File: src/rtl/actmon_pkg.sv
// Shared constants for the activity monitor: control and status field
// positions that software relies on, and register offsets.
package actmon_pkg;
    // control register fields
    localparam int CTL_K_LSB      = 10;
    localparam int CTL_K_W        = 3;
    localparam int CTL_PERIODIC   = 18;
    localparam int CTL_AVG_LO_EN  = 20;
    localparam int CTL_AVG_HI_EN  = 21;
    localparam int CTL_RUN_LO_LSB = 23;
    localparam int CTL_RUN_HI_LSB = 26;
    localparam int RUN_W          = 3;
    localparam int CTL_RUN_LO_EN  = 29;
    localparam int CTL_RUN_HI_EN  = 30;
    localparam int CTL_ENABLE     = 31;

    // status register flags
    localparam int ST_RUN_HI = 31;
    localparam int ST_RUN_LO = 30;
    localparam int ST_AVG_HI = 29;
    localparam int ST_AVG_LO = 28;

    // per-channel register offsets
    localparam int OFS_CTRL    = 'h00;
    localparam int OFS_WM_HI   = 'h04;
    localparam int OFS_WM_LO   = 'h08;
    localparam int OFS_INIT    = 'h0C;
    localparam int OFS_AVG_HI  = 'h10;
    localparam int OFS_AVG_LO  = 'h14;
    localparam int OFS_WEIGHT  = 'h18;
    localparam int OFS_AVG     = 'h20;
    localparam int OFS_STATUS  = 'h24;

    // global register offsets
    localparam int GLB_SUMMARY = 'h000;
    localparam int GLB_PERIOD  = 'h004;
endpackage

File: src/rtl/actmon_period.sv
// Period timer: counts ms_tick pulses and emits a one-cycle period_end on
// the tick that completes limit+1 ticks. Assumes tick is a single-cycle
// strobe; a limit lowered below the running count ends the period at once.
module actmon_period #(
    parameter int PW = 8
) (
    input  logic          clk,
    input  logic          rst_n,
    input  logic          tick,
    input  logic [PW-1:0] limit,
    output logic          period_end
);
    logic [PW-1:0] cnt_q;

    assign period_end = tick && (cnt_q >= limit);

    // advance the tick count, wrapping at the end of each period
    always_ff @(posedge clk) begin
        if (!rst_n) begin
            cnt_q <= '0;
        end else if (tick) begin
            cnt_q <= period_end ? '0 : cnt_q + 1'b1;
        end
    end
endmodule

File: src/rtl/actmon_streak.sv
// Consecutive-sample counter: fires on the sample that makes a run of
// need+1 hits in a row. Assumes strobe marks one sample per pulse; the run
// restarts on a miss or whenever enable drops, and saturates while firing.
module actmon_streak #(
    parameter int CW = 3
) (
    input  logic          clk,
    input  logic          rst_n,
    input  logic          enable,
    input  logic          strobe,
    input  logic          hit,
    input  logic [CW-1:0] need,
    output logic          fire
);
    logic [CW-1:0] run_q;

    assign fire = enable && strobe && hit && (run_q == need);

    // track the length of the current run of hits
    always_ff @(posedge clk) begin
        if (!rst_n || !enable) begin
            run_q <= '0;
        end else if (strobe) begin
            if (!hit) begin
                run_q <= '0;
            end else if (run_q != need) begin
                run_q <= run_q + 1'b1;
            end
        end
    end
endmodule

File: src/rtl/actmon_channel.sv
// One monitor channel: register file, weighted event accumulator, moving
// average, watermark comparators and the two consecutive-sample counters.
// Assumes wr_en is already qualified by the channel's address range.
module actmon_channel
    import actmon_pkg::*;
#(
    parameter int          OFS_W      = 6,
    parameter logic [31:0] WEIGHT_RST = 32'd1024
) (
    input  logic             clk,
    input  logic             rst_n,
    input  logic             period_end,
    input  logic             event_in,
    input  logic             wr_en,
    input  logic [OFS_W-1:0] ofs,
    input  logic [31:0]      wdata,
    output logic [31:0]      rdata,
    output logic             irq_o
);
    localparam logic [OFS_W-1:0] A_CTRL   = OFS_W'(OFS_CTRL);
    localparam logic [OFS_W-1:0] A_WM_HI  = OFS_W'(OFS_WM_HI);
    localparam logic [OFS_W-1:0] A_WM_LO  = OFS_W'(OFS_WM_LO);
    localparam logic [OFS_W-1:0] A_INIT   = OFS_W'(OFS_INIT);
    localparam logic [OFS_W-1:0] A_AVG_HI = OFS_W'(OFS_AVG_HI);
    localparam logic [OFS_W-1:0] A_AVG_LO = OFS_W'(OFS_AVG_LO);
    localparam logic [OFS_W-1:0] A_WEIGHT = OFS_W'(OFS_WEIGHT);
    localparam logic [OFS_W-1:0] A_AVG    = OFS_W'(OFS_AVG);
    localparam logic [OFS_W-1:0] A_STATUS = OFS_W'(OFS_STATUS);

    logic [31:0] ctrl_q, wm_hi_q, wm_lo_q, init_q, avg_hi_q, avg_lo_q, weight_q;
    logic [31:0] avg_q, status_q, acc_q;

    logic               active, seed, take;
    logic [32:0]        acc_sum;
    logic [31:0]        acc_sat;
    logic signed [32:0] diff, step;
    logic [3:0]         shamt;
    logic [31:0]        avg_upd;
    logic [31:0]        set_vec, gate_vec;
    logic [1:0]         s_en, s_hit, s_fire;
    logic [RUN_W-1:0]   s_need [2];

    assign active  = ctrl_q[CTL_ENABLE] && ctrl_q[CTL_PERIODIC];
    assign take    = period_end && active;
    assign seed    = wr_en && (ofs == A_CTRL) && wdata[CTL_ENABLE] && !ctrl_q[CTL_ENABLE];
    assign acc_sum = {1'b0, acc_q} + ((active && event_in) ? {1'b0, weight_q} : 33'd0);
    assign acc_sat = acc_sum[32] ? 32'hFFFF_FFFF : acc_sum[31:0];
    assign shamt   = {1'b0, ctrl_q[CTL_K_LSB +: CTL_K_W]} + 4'd1;
    assign diff    = $signed({1'b0, acc_sat}) - $signed({1'b0, avg_q});
    assign step    = diff >>> shamt;
    assign avg_upd = avg_q + step[31:0];

    // per-direction inputs of the consecutive-sample counters
    assign s_en[0]   = ctrl_q[CTL_RUN_HI_EN] && active;
    assign s_hit[0]  = acc_sat > wm_hi_q;
    assign s_need[0] = ctrl_q[CTL_RUN_HI_LSB +: RUN_W];
    assign s_en[1]   = ctrl_q[CTL_RUN_LO_EN] && active;
    assign s_hit[1]  = acc_sat < wm_lo_q;
    assign s_need[1] = ctrl_q[CTL_RUN_LO_LSB +: RUN_W];

    for (genvar d = 0; d < 2; d++) begin : g_streak
        actmon_streak #(.CW(RUN_W)) u_streak (
            .clk    (clk),
            .rst_n  (rst_n),
            .enable (s_en[d]),
            .strobe (period_end),
            .hit    (s_hit[d]),
            .need   (s_need[d]),
            .fire   (s_fire[d])
        );
    end

    // collect the flags raised this cycle and the interrupt gates
    always_comb begin
        set_vec              = '0;
        set_vec[ST_RUN_HI]   = s_fire[0];
        set_vec[ST_RUN_LO]   = s_fire[1];
        set_vec[ST_AVG_HI]   = take && (avg_upd > avg_hi_q);
        set_vec[ST_AVG_LO]   = take && (avg_upd < avg_lo_q);
        gate_vec             = '0;
        gate_vec[ST_RUN_HI]  = ctrl_q[CTL_RUN_HI_EN];
        gate_vec[ST_RUN_LO]  = ctrl_q[CTL_RUN_LO_EN];
        gate_vec[ST_AVG_HI]  = ctrl_q[CTL_AVG_HI_EN];
        gate_vec[ST_AVG_LO]  = ctrl_q[CTL_AVG_LO_EN];
    end

    assign irq_o = |(status_q & gate_vec);

    // software-written configuration registers
    always_ff @(posedge clk) begin
        if (!rst_n) begin
            ctrl_q   <= '0;
            wm_hi_q  <= '0;
            wm_lo_q  <= '0;
            init_q   <= '0;
            avg_hi_q <= '0;
            avg_lo_q <= '0;
            weight_q <= WEIGHT_RST;
        end else if (wr_en) begin
            case (ofs)
                A_CTRL:   ctrl_q   <= wdata;
                A_WM_HI:  wm_hi_q  <= wdata;
                A_WM_LO:  wm_lo_q  <= wdata;
                A_INIT:   init_q   <= wdata;
                A_AVG_HI: avg_hi_q <= wdata;
                A_AVG_LO: avg_lo_q <= wdata;
                A_WEIGHT: weight_q <= wdata;
                default:  ;
            endcase
        end
    end

    // accumulate weighted events and restart at each period end
    always_ff @(posedge clk) begin
        if (!rst_n || !active || take) begin
            acc_q <= '0;
        end else begin
            acc_q <= acc_sat;
        end
    end

    // seed or update the moving average
    always_ff @(posedge clk) begin
        if (!rst_n) begin
            avg_q <= '0;
        end else if (seed) begin
            avg_q <= init_q;
        end else if (take) begin
            avg_q <= avg_upd;
        end
    end

    // sticky status flags with write-one-to-clear, set winning
    always_ff @(posedge clk) begin
        if (!rst_n) begin
            status_q <= '0;
        end else if (wr_en && (ofs == A_STATUS)) begin
            status_q <= (status_q & ~wdata) | set_vec;
        end else begin
            status_q <= status_q | set_vec;
        end
    end

    // combinational read mux
    always_comb begin
        case (ofs)
            A_CTRL:   rdata = ctrl_q;
            A_WM_HI:  rdata = wm_hi_q;
            A_WM_LO:  rdata = wm_lo_q;
            A_INIT:   rdata = init_q;
            A_AVG_HI: rdata = avg_hi_q;
            A_AVG_LO: rdata = avg_lo_q;
            A_WEIGHT: rdata = weight_q;
            A_AVG:    rdata = avg_q;
            A_STATUS: rdata = status_q;
            default:  rdata = '0;
        endcase
    end
endmodule

File: src/rtl/actmon_top.sv
// Activity monitor top: shared period timer, address decode into NCH
// channel windows, summary register and the combined interrupt.
// Assumes the channel window size is a power of two and windows do not
// overlap the global registers.
module actmon_top
    import actmon_pkg::*;
#(
    parameter int          NCH          = 2,
    parameter int          AW           = 12,
    parameter int          PW           = 8,
    parameter logic [PW-1:0] PERIOD_RST = 8'd11,
    parameter logic [31:0] WEIGHT_RST   = 32'd1024,
    parameter int          CH_BASE      = 'h1C0,
    parameter int          CH_SPAN_LOG2 = 6,
    parameter int          SUM_TOP_BIT  = 26
) (
    input  logic           clk,
    input  logic           rst_n,
    input  logic           ms_tick,
    input  logic [NCH-1:0] event_in,
    input  logic [AW-1:0]  bus_addr,
    input  logic           bus_wr,
    input  logic [31:0]    bus_wdata,
    output logic [31:0]    bus_rdata,
    output logic           irq
);
    localparam int IDX_W    = AW - CH_SPAN_LOG2;
    localparam int CH_IDX0  = CH_BASE >> CH_SPAN_LOG2;
    localparam logic [AW-1:0] A_SUMMARY = AW'(GLB_SUMMARY);
    localparam logic [AW-1:0] A_PERIOD  = AW'(GLB_PERIOD);

    logic [PW-1:0]  period_q;
    logic           period_end;
    logic [NCH-1:0] ch_sel, ch_irq;
    logic [31:0]    ch_rdata [NCH];
    logic [31:0]    summary;

    // period-length register
    always_ff @(posedge clk) begin
        if (!rst_n) begin
            period_q <= PERIOD_RST;
        end else if (bus_wr && (bus_addr == A_PERIOD)) begin
            period_q <= bus_wdata[PW-1:0];
        end
    end

    actmon_period #(.PW(PW)) u_period (
        .clk        (clk),
        .rst_n      (rst_n),
        .tick       (ms_tick),
        .limit      (period_q),
        .period_end (period_end)
    );

    for (genvar c = 0; c < NCH; c++) begin : g_ch
        localparam logic [IDX_W-1:0] MY_IDX = IDX_W'(CH_IDX0 + c);
        assign ch_sel[c] = (bus_addr[AW-1:CH_SPAN_LOG2] == MY_IDX);

        actmon_channel #(
            .OFS_W      (CH_SPAN_LOG2),
            .WEIGHT_RST (WEIGHT_RST)
        ) u_ch (
            .clk        (clk),
            .rst_n      (rst_n),
            .period_end (period_end),
            .event_in   (event_in[c]),
            .wr_en      (bus_wr && ch_sel[c]),
            .ofs        (bus_addr[CH_SPAN_LOG2-1:0]),
            .wdata      (bus_wdata),
            .rdata      (ch_rdata[c]),
            .irq_o      (ch_irq[c])
        );
    end

    // place each channel's interrupt in the summary word
    always_comb begin
        summary = '0;
        for (int c = 0; c < NCH; c++) begin
            summary[SUM_TOP_BIT - c] = ch_irq[c];
        end
    end

    assign irq = |ch_irq;

    // global read mux
    always_comb begin
        bus_rdata = '0;
        if (bus_addr == A_SUMMARY) begin
            bus_rdata = summary;
        end else if (bus_addr == A_PERIOD) begin
            bus_rdata = 32'(period_q);
        end
        for (int c = 0; c < NCH; c++) begin
            if (ch_sel[c]) begin
                bus_rdata = ch_rdata[c];
            end
        end
    end
endmodule

File: config.mk
export PLATFORM = sky130hd
export DESIGN_NAME = actmon_top
export DESIGN_NICKNAME = d
export VERILOG_FILES = /design/src/rtl/actmon_pkg.sv /design/src/rtl/actmon_period.sv /design/src/rtl/actmon_streak.sv /design/src/rtl/actmon_channel.sv /design/src/rtl/actmon_top.sv
export SDC_FILE = /design/constraint.sdc
export NUM_CORES = 2
export LEC_CHECK = 0
export ABC_AREA = 0
export BUFFER_PORTS_ARGS = -buffer_cell sky130_fd_sc_hd__buf_2
export CAP_MARGIN = 20
export CORE_MARGIN = 2
export CORE_UTILIZATION = 37
export CTS_CLUSTER_DIAMETER = 50
export DETAILED_ROUTE_END_ITERATION = 12
export HOLD_SLACK_MARGIN = 0.05
export PLACE_DENSITY_LB_ADDON = 0.25
export RECOVER_POWER = 100
export SYNTH_ARGS = -nofsm -noshare
export SYNTH_HDL_FRONTEND = slang
export SYNTH_HIERARCHICAL = 1
export SYNTH_SLANG_ARGS = --single-unit
File: constraint.sdc
create_clock -name clk -period 12.76 [get_ports clk]
set_input_delay 0.638 -clock clk [delete_from_list [all_inputs] [get_ports clk]]
set_output_delay 0.638 -clock clk [all_outputs]
set_load 0.05 [all_outputs]
## After elaboration in Yosys (flattened, before gate mapping)

Index checks and enable logic that the tools add are counted.

- Flip-flop bits (word level): 668
- Input port bits: 50
- Output and inout port bits: 33
- Word-level logic and storage cells: 187

- Add/subtract/negate cells: 13
- $lt $le $gt $ge: 9
- Equality and inequality tests: 23
- Shift-type cells: 2
- Multiplexer cells: 25
- Bitwise gates (word level): 9
- Reductions and logical operators: 80

Operators by type and width:

| cell | count |
|---|---|
| $pmux 32 s9 | 2 |
| $mux 32 | 12 |
| $and 32x32->32 | 4 |
| $gt 32x32->1 | 4 |
| $lt 32x32->1 | 4 |
| $or 32x32->32 | 4 |
| $add 32x33->33 | 2 |
| $sshr 33x4->32 | 2 |
| $sub 32x32->33 | 2 |
| $add 32x32->32 | 2 |
| $reduce_or 32->1 | 2 |
| $reduce_or 64->1 | 1 |
| $logic_and 1x1->1 | 38 |
| $reduce_and 2->1 | 18 |
| $not 32->32 | 1 |
| $mux 27 | 1 |
| $mux 3 | 8 |
| $eq 6x4->1 const B | 3 |
| $eq 6x5->1 const B | 3 |
| $mux 8 | 2 |
| $add 3x1->3 const B | 4 |
| $eq 12x3->1 const B | 1 |
| $eq 3x3->1 | 4 |
| $eq 6x3->1 const B | 2 |
| other kinds (11) | 35 |

## Logic depth before layout (Yosys ltp)

- Word-level depth: 12
- Mapped depth: 50
- Depth with buffers taken out: 48

## Hierarchy

The synthesis kept the hierarchy.

Modules (own cells, without submodules):

| module | instances | cells each | area each (µm²) | seq. area each (µm²) |
|---|---|---|---|---|
| actmon_channel at g_ch[0].u_ch | 1 | 3224 | 24423.4 | 6406.1 |
| actmon_channel at g_ch[1].u_ch | 1 | 3142 | 23357.4 | 6406.1 |
| actmon_streak | 4 | 27 | 245.2 | 60.1 |
| actmon_top | 1 | 92 | 818.3 | 160.2 |
| actmon_period | 1 | 66 | 610.6 | 160.2 |

## Worst setup path before layout

Ideal clock, no wire load.

- Path kind: input -> register
- From: in event_in[0]
- To: reg g_ch[0].u_ch.status_q[29]
- Data arrival time: 9.996 ns
- Setup slack: 2.636 ns
- Stages on the path: 43
- Path buffers: 3
- Path through: and3_1 > clkbuf_1 > and2_1 > ha_1 > fa_1 > a211o_1 > a211o_1 > nand3_1 > a21oi_1 > or4_4 > a211oi_2 > o21ai_2 > buf_6 > nand2b_1 > ha_1 > buf_2 > and3_1 > and4_1 > [... 7 more ...] > ha_1 > fa_1 > a211oi_1 > o21ai_0 > and2_1 > o31ai_1 > o21ai_0 > xor2_1 > ha_1 > a21o_1 > a21o_1 > a211o_1 > a21o_1 > a21o_1 > a21oi_1 > o22ai_1 > a2111oi_0 > o31ai_1

- Cells in the longest elaborated chain, start to end: 11
- Elaborated cells between the ends (all ways): 12
- Those cells by class: add/sub (3); order compare (1); shift (1); mux (3); bitwise (2); reduce/logical (2)

RTL lines:

| item | RTL line | text |
|---|---|---|
| start, declared | actmon_top.sv:20 | `input logic [NCH-1:0] event_in,` |
| $logic_and 1x1->1 * | actmon_channel.sv:46 | `assign acc_sum = {1'b0, acc_q} + ((active && event_in) ? {1'b0, weight_q} : 33'd0);` |
| $mux 32 * | actmon_channel.sv:46 |  |
| $add 32x33->33 * | actmon_channel.sv:46 |  |
| $mux 32 * | actmon_channel.sv:47 | `assign acc_sat = acc_sum[32] ? 32'hFFFF_FFFF : acc_sum[31:0];` |
| named net g_ch[0].u_ch.acc_sat[10] | actmon_channel.sv:35 | `logic [31:0] acc_sat;` |
| $sub 32x32->33 * | actmon_channel.sv:49 | `assign diff = $signed({1'b0, acc_sat}) - $signed({1'b0, avg_q});` |
| $sshr 33x4->32 * | actmon_channel.sv:50 | `assign step = diff >>> shamt;` |
| $add 32x32->32 * | actmon_channel.sv:51 | `assign avg_upd = avg_q + step[31:0];` |
| $gt 32x32->1 * | actmon_channel.sv:78 | `set_vec[ST_AVG_HI] = take && (avg_upd > avg_hi_q);` |
| $logic_and 1x1->1 * | actmon_channel.sv:78 |  |
| $or 32x32->32, on equally long branches | actmon_channel.sv:140, actmon_channel.sv:138 |  |
| $mux 32 * | actmon_channel.sv:137 | `end else if (wr_en && (ofs == A_STATUS)) begin` |
| end signal, assigned | actmon_channel.sv:138 | `status_q <= (status_q & ~wdata) \| set_vec;` |
| end signal, assigned | actmon_channel.sv:140 | `status_q <= status_q \| set_vec;` |
| end, declared | actmon_channel.sv:31 | `logic [31:0] avg_q, status_q, acc_q;` |

The timed path passes the listed nets; every way through them passes the cells marked *.
A chain may end at the register's enable or synchronous reset.

## Worst setup path after layout

- From: reg g_ch[0].u_ch.ctrl_q[31]
- To: reg g_ch[0].u_ch.status_q[28]

- Cells in the longest elaborated chain, start to end: 12
- Elaborated cells between the ends (all ways): 14
- Those cells by class: add/sub (3); order compare (1); shift (1); mux (3); bitwise (2); reduce/logical (4)

RTL lines:

| item | RTL line | text |
|---|---|---|
| start, declared | actmon_channel.sv:30 | `logic [31:0] ctrl_q, wm_hi_q, wm_lo_q, init_q, avg_hi_q, avg_lo_q, weight_q;` |
| start signal, assigned | actmon_channel.sv:101 | `A_CTRL: ctrl_q <= wdata;` |
| $logic_and 1x1->1 * | actmon_channel.sv:43 | `assign active = ctrl_q[CTL_ENABLE] && ctrl_q[CTL_PERIODIC];` |
| $logic_and 1x1->1 * | actmon_channel.sv:46 |  |
| $mux 32 * | actmon_channel.sv:46 |  |
| $add 32x33->33 * | actmon_channel.sv:46 |  |
| $mux 32 * | actmon_channel.sv:47 |  |
| named net g_ch[0].u_ch.acc_sat[7] | actmon_channel.sv:35 |  |
| $sub 32x32->33 * | actmon_channel.sv:49 |  |
| $sshr 33x4->32 * | actmon_channel.sv:50 |  |
| $add 32x32->32 * | actmon_channel.sv:51 |  |
| $lt 32x32->1 * | actmon_channel.sv:79 | `set_vec[ST_AVG_LO] = take && (avg_upd < avg_lo_q);` |
| $logic_and 1x1->1 * | actmon_channel.sv:79 |  |
| $or 32x32->32, on equally long branches | actmon_channel.sv:140, actmon_channel.sv:138 |  |
| $mux 32 * | actmon_channel.sv:137 |  |

Marks and branches as above.

==> qor.csv <==
stage,metric,value,unit
status,status,"finished, violations left",
status,violations,"max-capacitance violations, max-slew violations",
global_route,grt_use_total,28.5,%
global_route,gr-total-overflow,0,
sta,finalClockSkew,0.0321,ns
sta,fmax,0.0838,GHz
synth,postSynthAreaPerCell,7.57,µm²
synth,yosys.area.top_type,dfxtp_1,
routing,dr.pass1.iters,6,
routing,detail-route-antenna-nets,0,
sta,finalHoldViolations,0,
routing,vias,49563,
synth,synth_most_common_cell,nand2_1,
routing,routedWlPerCell,24.6,µm
worst_setup_path,crit_path_max_fanout,26,
synth,synth_warnings,6,
worst_setup_path,reg2reg_from,g_ch[0].u_ch/ctrl_q[31],
clock_network,clk_pin_slew,0.06,ns
global_route,grt_pass1_vias,46189,
place,dp_hpwl,151,mm
min_path,worstHoldStart,bus_wdata[22],
clock_network,ctsHtreeMaxLevel,3,
worst_setup_path,timing.critical_path.mode_cell,a21o_1,
synth,synthArstFlopShare,0,%
worst_setup_path,rr_worst_depth,39,
routing,wl,205,mm
clock_network,cts_root_buf,clkbuf_16,
min_path,min_to,g_ch[1].u_ch/init_q[22],
sta,final_max_slew_viol_count,792,
clock_network,cts_resized,0,
synth,synthTopCellsByCount,"nand2_1, dfxtp_1, a21oi_1",
layout,final_nets,6992,
clock_network,cts_sinks,668,
routing,route.detailed.drc,0,
layout,drive_above_1_share,6.45,%
sta,slew_headroom,-106,%
worst_setup_path,slowest_delay,0.65,ns
worst_setup_path,worstSetupStartpointType,flip-flop,
synth,synth-seq-area-share,26.6,%
worst_setup_path,crit_type,flip-flop to flip-flop,
synth,syn_nets,7145,
clock_network,clk_latency,0.71,ns
pwr,power_density,93.5,nW/µm²
clock_network,cts_buffer_depth,3,
worst_setup_path,slowest_stage,and3_1,
sta,grt_setup_unrepaired,no,
clock_network,numCtsBuffers,96,
synth,synth-seq-cells,668,
synth,ys.flop_type,dfxtp_1,
min_path,holdPathStages,3,
routing,drt-initial-drc-count,5641,
synth,synthCells,6632,
sta,fin_ws,0.825,ns
pwr,p_leak,22.0,nW
place,port_buffers,82,
worst_setup_path,crit_required,13.41,ns
floorplan,io_pins,83,
floorplan,start_util,37.1,%
clock_network,hold_buffers,0,
sta,min_period,11.94,ns
sta,setup_viol_count_final,0,
clock_network,cts_tree,done,
synth,synth.distinct_cells,122,
floorplan,die_h,372,µm
global_route,grt_antenna_before_repair,10,
sta,fin_crit_sh,93.5,%
place,dp_slack,1.03,ns
min_path,hp-class,input pin to flip-flop,
run,cap_violations,25,
synth,synthTopCellsByArea,"dfxtp_1, ha_1, nand2_1, a21oi_1, a21boi_0",
floorplan,core-area,135000,µm²
global_route,grt_pass1_wl,300,mm
synth,netlist_area,50200,µm²
synth,synth_edf_count,0,
sta,worst_slew_pin_slew,3.09,ns
floorplan,die_w,372,µm
clock_network,post_cts_buffers,0,
global_route,grt_max_degree,146,
floorplan,rows,135,
layout,synthToLayoutAreaGrowth,9.62,%
sta,fin_tns_setup,0,ns
worst_setup_path,end_kind,flip-flop,
floorplan,dieArea,139000,µm²
place,gp_congestion,0.980,
worst_setup_path,rr_endpoint,g_ch[0].u_ch/status_q[28],
routing,viasPerCell,5.94,
worst_setup_path,rrSetupSlack,0.82,ns
worst_setup_path,crit_arrival,12.59,ns
synth,yosysTopAreaCellShare,26.6,%
pwr,vdd_drop_max,0.0984,mV
==> routing by layer <==
layer / global-route usage [%] / vias up / share of wire [%]
met5: 0 / - / 0.028
met4: 9.87 / 10 / 3.7
met3: 5.09 / 387 / 9.2
met2: 45.2 / 2302 / 44
met1: 38.6 / 23755 / 43
li1: - / 23109 / -
==> worst max-delay path, delay by kind of cell (launching register included) <==
family	cells	cell delay (ns)
flops	1	0.60
simple gates	11	2.91
mux	1	0.16
fa+ha+maj	4	1.49
buf+inv	2	0.56
xor+xnor	1	0.47
compound gates	20	5.67
==> cells in the final DEF (no fill, tap or decap), types with 130 or more instances in the layout <==
master | synthesis | final
dfxtp_1 | 668 | 666
inv_1 | 398 | 397
a21boi_0 | 316 | 319
a21oi_1 | 521 | 520
a21o_1 | 165 | 165
nor2_1 | 204 | 197
nand4_1 | 130 | 130
ha_1 | 457 | 457
nand2_1 | 1396 | 1393
o21ai_0 | 230 | 232
a22oi_1 | 241 | 241
==> power breakdown <==
| part | switching, mW | internal [mW] | total (mW) | leakage [nW] |
|---|---|---|---|---|
| sequential | 0.000880 | 2.09 | 2.09 | 5.38 |
| combinational | 0.113 | 0.0323 | 0.146 | 15.0 |
| clock | 1.09 | 1.82 | 2.91 | 1.66 |
==> state kept, by name, indices dropped and copies added, names as in the netlist <==
signal,cells
g_ch.u_ch/status_q,64
period_q,8
g_ch.u_ch/wm_hi_q,64
g_ch.u_ch/g_streak.u_streak/run_q,12
g_ch.u_ch/weight_q,64
g_ch.u_ch/init_q,64
g_ch.u_ch/acc_q,64
g_ch.u_ch/wm_lo_q,64
u_period/cnt_q,8
g_ch.u_ch/avg_q,64
g_ch.u_ch/avg_hi_q,64
g_ch.u_ch/ctrl_q,64
g_ch.u_ch/avg_lo_q,64
==> through the flow <==
stage | instances | power (mW) | hold WS [ns] | instance area (µm²) | utilization [%]
2_1_floorplan | 6632 | 2.22 | 0.412 | 50200 | -
3_3_place_gp | 8161 | 2.28 | 0.418 | 51800 | 38.4
3_5_place_dp | 8162 | 2.28 | 0.421 | 51900 | 38.4
4_1_cts | 8335 | 5.17 | 0.293 | 55300 | 40.9
5_1_grt | 8335 | 5.26 | 0.324 | 55000 | 40.7
6_report | 8339 | 5.14 | 0.335 | 55000 | 40.7
==> final cells by class <==
cell class	instances	area (µm²)
Tap cell	1781	2230
Multi-Input combinational cell	5128	33400
Clock buffer	121	2680
Timing Repair Buffer	185	1040
Fill cell	13963	80100
Clock inverter	52	769
Sequential cell	668	13400
Antenna cell	4	10.0
Inverter	400	1510
==> how the worst max path moves through the flow <==
stage | startpoint | to | slack [ns] | cells after the start
after floorplan | event_in[0] | g_ch[0].u_ch/status_q[29] | 2.64 | 43
after global placement | event_in[0] | g_ch[0].u_ch/status_q[29] | 1.22 | 45
after detailed placement | event_in[0] | g_ch[0].u_ch/status_q[29] | 1.03 | 42
after CTS | g_ch[0].u_ch/ctrl_q[31] | g_ch[0].u_ch/status_q[29] | 1.19 | 41
after global routing | g_ch[0].u_ch/ctrl_q[31] | g_ch[0].u_ch/status_q[29] | 0.25 | 42
final | g_ch[0].u_ch/ctrl_q[31] | g_ch[0].u_ch/status_q[28] | 0.82 | 39
==> cell families (layout without fill, tap and decap cells) <==
group | after synthesis | in the layout | synth area share (%)
other cells | 0 | 4 | 0
fa+ha+maj | 463 | 463 | 11.6
mux | 157 | 157 | 3.58
xor+xnor | 171 | 171 | 3.00
flops | 668 | 668 | 26.6
buf+inv | 836 | 758 | 6.88
compound gates | 1991 | 1991 | 27.0
simple gates | 2346 | 2346 | 21.3
Note: power is estimated with default switching activity, not from simulation.
